File: src/rtl/pll_freq_decoder.sv
module pll_freq_decoder #(
  parameter int DW = 32,
  parameter int FW = 5,
  parameter int MW = 4
) (
  input  logic          clk,
  input  logic          rst_n,
  input  logic          in_valid,
  input  logic [1:0]    chan_sel,
  input  logic [31:0]   boot_word,
  input  logic [31:0]   ctrl_word,
  input  logic [31:0]   pll_word,
  input  logic [DW-1:0] bus_hz,
  input  logic [DW-1:0] ref_hz,
  input  logic [DW-1:0] xtal_hz,
  input  logic [DW-1:0] cpu_hz,
  output logic          busy,
  output logic          done,
  output logic [DW-1:0] freq_hz
);
  localparam int DVW = 2 * (FW + 1);
  localparam int CW  = $clog2(DW);
  localparam int PW  = DW + MW + 1;

  logic [1:0]    src;
  logic [DW-1:0] base;
  logic [FW:0]   pre, post;
  logic [DVW-1:0] divisor;
  logic [MW:0]   mul;
  logic          mul_top;
  logic [PW-1:0] prod_m, prod_m1;
  logic [DW-1:0] numer;

  always_comb begin
    case (chan_sel)
      2'd0:    src = boot_word[15:14];
      2'd1:    src = boot_word[17:16];
      2'd2:    src = boot_word[19:18];
      default: src = boot_word[23:22];
    endcase
    case (src)
      2'd0:    base = bus_hz;
      2'd1:    base = ref_hz;
      2'd2:    base = xtal_hz;
      default: base = cpu_hz;
    endcase
  end

  assign pre     = {1'b0, ctrl_word[16 +: FW]} + 1'b1;
  assign post    = {1'b0, ctrl_word[0 +: FW]} + 1'b1;
  assign divisor = DVW'(pre * post);
  assign mul     = {1'b0, pll_word[12 +: MW]} + 1'b1;
  assign mul_top = mul[MW];
  assign prod_m  = PW'(base) * PW'(mul);
  assign prod_m1 = PW'(base) * PW'(pll_word[12 +: MW]);

  always_comb begin
    if (boot_word[5])
      numer = base;
    else if (!pll_word[0])
      numer = mul_top ? (base >> 2) : (base >> 1);
    else if (pll_word[11] && pll_word[1])
      numer = mul[0] ? (prod_m[DW-1:0] >> 1) : (prod_m1[DW-1:0] >> 2);
    else if (mul_top)
      numer = base;
    else
      numer = prod_m[DW-1:0];
  end

  logic           unused_bits;
  assign unused_bits = &{1'b0, boot_word[31:24], boot_word[13:6], boot_word[4:0],
                         ctrl_word[31:16+FW], ctrl_word[15:FW],
                         pll_word[31:12+MW], pll_word[10:2]};

  logic [DW-1:0]  quo;
  logic [DVW-1:0] rem, dvr;
  logic [CW-1:0]  step;
  logic [DVW:0]   trial, diff;
  logic           ge;

  assign trial = {rem, quo[DW-1]};
  assign diff  = trial - {1'b0, dvr};
  assign ge    = trial >= {1'b0, dvr};

  always_ff @(posedge clk) begin
    if (!rst_n) begin
      busy    <= 1'b0;
      done    <= 1'b0;
      freq_hz <= '0;
      quo     <= '0;
      rem     <= '0;
      dvr     <= '0;
      step    <= '0;
    end else begin
      done <= 1'b0;
      if (!busy) begin
        if (in_valid) begin
          busy <= 1'b1;
          quo  <= numer;
          dvr  <= divisor;
          rem  <= '0;
          step <= '0;
        end
      end else begin
        quo  <= {quo[DW-2:0], ge};
        rem  <= ge ? diff[DVW-1:0] : trial[DVW-1:0];
        step <= step + 1'b1;
        if (step == CW'(DW - 1)) begin
          busy    <= 1'b0;
          done    <= 1'b1;
          freq_hz <= {quo[DW-2:0], ge};
        end
      end
    end
  end
endmodule

File: config.mk
export PLATFORM = sky130hd
export DESIGN_NAME = pll_freq_decoder
export DESIGN_NICKNAME = d
export VERILOG_FILES = /design/src/rtl/pll_freq_decoder.sv
export SDC_FILE = /design/constraint.sdc
export NUM_CORES = 1
export LEC_CHECK = 0
export ABC_CLOCK_PERIOD_IN_PS = 7800
export CAP_MARGIN = 30
export CELL_PAD_IN_SITES_DETAIL_PLACEMENT = 0
export CELL_PAD_IN_SITES_GLOBAL_PLACEMENT = 1
export CORE_MARGIN = 1.5
export CORE_UTILIZATION = 50
export DETAILED_ROUTE_END_ITERATION = 8
export DONT_BUFFER_PORTS = 1
export GPL_TIMING_DRIVEN = 0
export PLACE_DENSITY = 0.83
export SLEW_MARGIN = 20
export SYNTH_ARGS = -nofsm -noshare
export SYNTH_HDL_FRONTEND = slang
export SYNTH_SLANG_ARGS = --single-unit
File: constraint.sdc
create_clock -name clk -period 7.8 [get_ports clk]
set_input_delay 0.39 -clock clk [delete_from_list [all_inputs] [get_ports clk]]
set_output_delay 0.39 -clock clk [all_outputs]
set_load 0.05 [all_outputs]
==> results.md <==
- Status: completed
- Commonest cells after routing, fill and taps aside: inv_1, nand2_1, and2_1, fa_1, a21oi_1
- LEAKAGE: 7.69 nW
- Crit Path Class: primary input to register
- Fraction of layout cells with a size suffix above 1: 3.84%
- DR iter-0 viols: 1303
- WP depth: 21
- Final hold violation count: 0
- Cells on Worst Hold Path: 3
- Die Area: 33100 um^2
- Slowest-stage cell, CP: fa_1
- Nets@finish: 2489
- Max-Cap Viols: 0
- Post-route DRC violation count: 0
- Worst slew pin tran: 0.925 ns
- Flop pwr share: 12.5%
- Post-CTS setup buffers: 0
- Mapped Area: 16000 um^2
- Int Power: 2.15 mW
- Post-synth EDFFs: 0
- Avg WL per Cell: 23.2 um
- Top_reg_cell synth: dfxtp_1
- Share of the synthesized area in the top cell type: 19.7%
- Synth cell types: 73
- Synth Net Count: 2474
- DIE HEIGHT: 182 um
- Worst-path maximum fanout: 10
- Clk sinks: 95
- Mapped Avg Cell Area: 8.07 um^2
- Switching pwr: 2.44 mW
- Hold Path Class: primary input to register
- Clock Power Share: a little under a tenth
- Post-Place Cells: 2391
- Max_slew headroom: 37.1%
- Commonest non-fill, non-tap cell in the layout: inv_1
- H-tree lvl count: 3
- Critical-path cell list: mux4_1 -> buf_4 -> buf_6 -> buf_2 -> mux4_2 -> clkbuf_1 -> nand2_1 -> fa_1 -> fa_1 -> fa_1 -> inv_1 -> ha_1 -> o21ai_0 -> o21ai_0 -> nand3b_1 -> a211oi_1 -> o21ai_0 -> and2_1 -> xnor2_1 -> o221ai_1 -> o22ai_1
- Hold Startpoint: ctrl_word[16]
- Buf/Inv on CP: 5
- Vias: 15000
- RSZ-0062 raised after global routing: false
- CP required: 8.08 ns
- Initial antenna violation count: 4
- Remaining antenna violation count: 0
- Reg clk slew, reported paths: around 0.07 ns
- PD cells: 272 nW/um^2
- First-pass GRT wire length: around 86000 um
- Vias/cell: 6.21
- Cells on worst reg2reg path: 12
- Comb pwr share: 78.0%
- Cell taking the most area after synthesis: fa_1
- CP top delay family: compound AO/OA/AOI/OAI gates
- Worst r2r src: dvr[1]
- Port Buffers: 0
- Vias in the first global route: roughly 15000
- Synthesized flop and latch total: 95
- Critical path's largest stage delay: 0.62 ns
- Row count: 65
- CTS tree: done
- Worst Setup End Kind: register
- GRT overflow: 0
- Final Skew: 0.0101 ns
- Internal reg-to-reg setup slack: 4.45 ns
- Utilization after layout: 53.4%
- Area delta synth->final: 5.28%
- Slew Limit Fails: 0
- Multi-input gate area: around 13000 um^2
- Maximum number of pins on one net before global-route repair: 20
- Worst R2R End: rem[3]
- Max Clock Freq: roughly 140 MHz
- Sequential fraction of the synthesis area: 11.9%
- Peak supply drop: 138 uV
- Non-Filler Instances: 2409
- Final GP Congestion: between 1 and 1.5
- Synth top area cells: fa_1, dfxtp_1, ha_1, and2_1, inv_1
- Io pins: 263
- Die width: around 180 um
- Filler cell count: 3096
- Tmin final: 7.16 ns
- Final cycle utilization of the critical path: just over 90%
- Initial core utilization: 50.8%
- Critical path arrival: roughly 7.4 ns
- Total global-route track usage: 33.9%
- Final setup violation count: 0
- Core region area: around 32000 um^2
- CTS Buffer Depth: 2
- TNS Setup: 0 ns
- Routed WL: 55800 um
- Switching Fraction: roughly 53%
- CTS Buf Count: 9
- Post-DP HPWL: 46000 um
- Clock insertion delay at the later pin of the skew report: approximately 0.35 ns
- Warning count from the yosys run: 0
- Crit start category: primary input
- DRT Pass-1 Iters: 8
- Synth async-reset ratio: 0%
- Hold endpoint: dvr[0]
- Final hold slack: 0.319 ns
- Sequential Area: 1900 um^2
- # hold bufs at CTS: 0
- Root buffer cell: clkbuf_16
- CTS resizes: 0
- Post-Syn Instances: 1985
worst reg2reg max path, delay by kind of cell (launching register included):
kind / cells / cell delay [ns]
compound gates: 7 / 1.67
simple gates: 1 / 0.12
buf+inv: 2 / 0.47
mux: 1 / 0.27
fa+ha+maj: 1 / 0.29
flops: 1 / 0.39
registers in the layout, summed over array words and instances (netlist names):
signal,flops
done,1
dvr,12
freq_hz,32
rem,12
step,5
busy,1
quo,32
area by class of cell:
type	count	area share (%)
Timing Repair Buffer	4	0.223
Clock inverter	7	0.423
Sequential cell	95	11.3
Clock buffer	9	1.34
Inverter	260	5.79
Multi-Input combinational cell	1508	75.0
Buffer	122	2.94
Antenna cell	2	0.0297
Tap cell	402	2.98
cell families (layout without fill, tap and decap cells):
family / Yosys count / in the layout / share of synthesized area (%)
and+or+nand+nor: 612 / 612 / 19.4
AOI/OAI and AO/OA: 480 / 480 / 20.1
buffers and inverters: 382 / 402 / 9.19
adders and majority gates: 260 / 260 / 27.7
DFF: 95 / 95 / 11.9
xor gates and xnor gates: 81 / 81 / 4.52
muxes: 75 / 75 / 7.12
other: 0 / 2 / 0
power by group through the flow:
stage          Combinational [mW]  Sequential, mW  Clock, mW
2_1_floorplan                2.61           0.562          0
3_3_place_gp                 3.43           0.582          0
3_5_place_dp                 3.48           0.583          0
4_1_cts                      3.50           0.572      0.437
5_1_grt                      3.94           0.578      0.461
6_report                     3.58           0.574      0.434
per-stage QoR:
step                total power, mW  setup WS, ns  cell area (um^2)
CTS                            4.51         0.814             16900
floorplan                      3.17          1.78             16000
detailed placement             4.06         0.464             16600
global placement               4.01         0.175             16500
finish                         4.59         0.642             16900
global route                   4.98         0.354             16900
cells in the mapped netlist (7+ instances only):
| cell | instances |
|---|---|
| inv_1 | 258 |
| nand2_1 | 182 |
| and2_1 | 163 |
| fa_1 | 158 |
| a21oi_1 | 117 |
| clkbuf_1 | 107 |
| ha_1 | 102 |
| dfxtp_1 | 95 |
| o21ai_0 | 93 |
| nor2_1 | 83 |
| xnor2_1 | 54 |
| a211oi_1 | 45 |
| mux2i_1 | 39 |
| nand2b_1 | 38 |
| a22o_1 | 33 |
| nor2b_1 | 31 |
| a21o_1 | 29 |
| nand3_1 | 27 |
| nor3_1 | 26 |
| xor2_1 | 26 |
| o211ai_1 | 24 |
| and3_1 | 23 |
| mux4_2 | 23 |
| o21bai_1 | 14 |
| a221o_1 | 12 |
| a21boi_0 | 11 |
| a31oi_1 | 11 |
| o21a_1 | 11 |
| a211o_1 | 8 |
| a221oi_1 | 8 |
| a31o_2 | 8 |
| nand4_1 | 8 |
| or3_1 | 8 |
| buf_1 | 7 |
| mux2_2 | 7 |
per-layer routing:
| metal | global-route usage, % | up-vias | routed length [um] |
|---|---|---|---|
| li1 | - | 6766 | - |
| met1 | 45.3 | 7289 | 23400 |
| met2 | 55.4 | 773 | 25300 |
| met3 | 4.85 | 135 | 4850 |
| met4 | 13.0 | 6 | 2230 |
| met5 | 0 | - | 35 |
how the worst max path moves through the flow:
stage | from | to
finish | chan_sel[0] | quo[28]
global route | chan_sel[0] | quo[26]
CTS | chan_sel[0] | quo[28]
detailed placement | chan_sel[0] | quo[28]
global placement | pll_word[14] | quo[28]
floorplan | chan_sel[0] | quo[30]
Note: power is estimated with default switching activity, not from simulation.
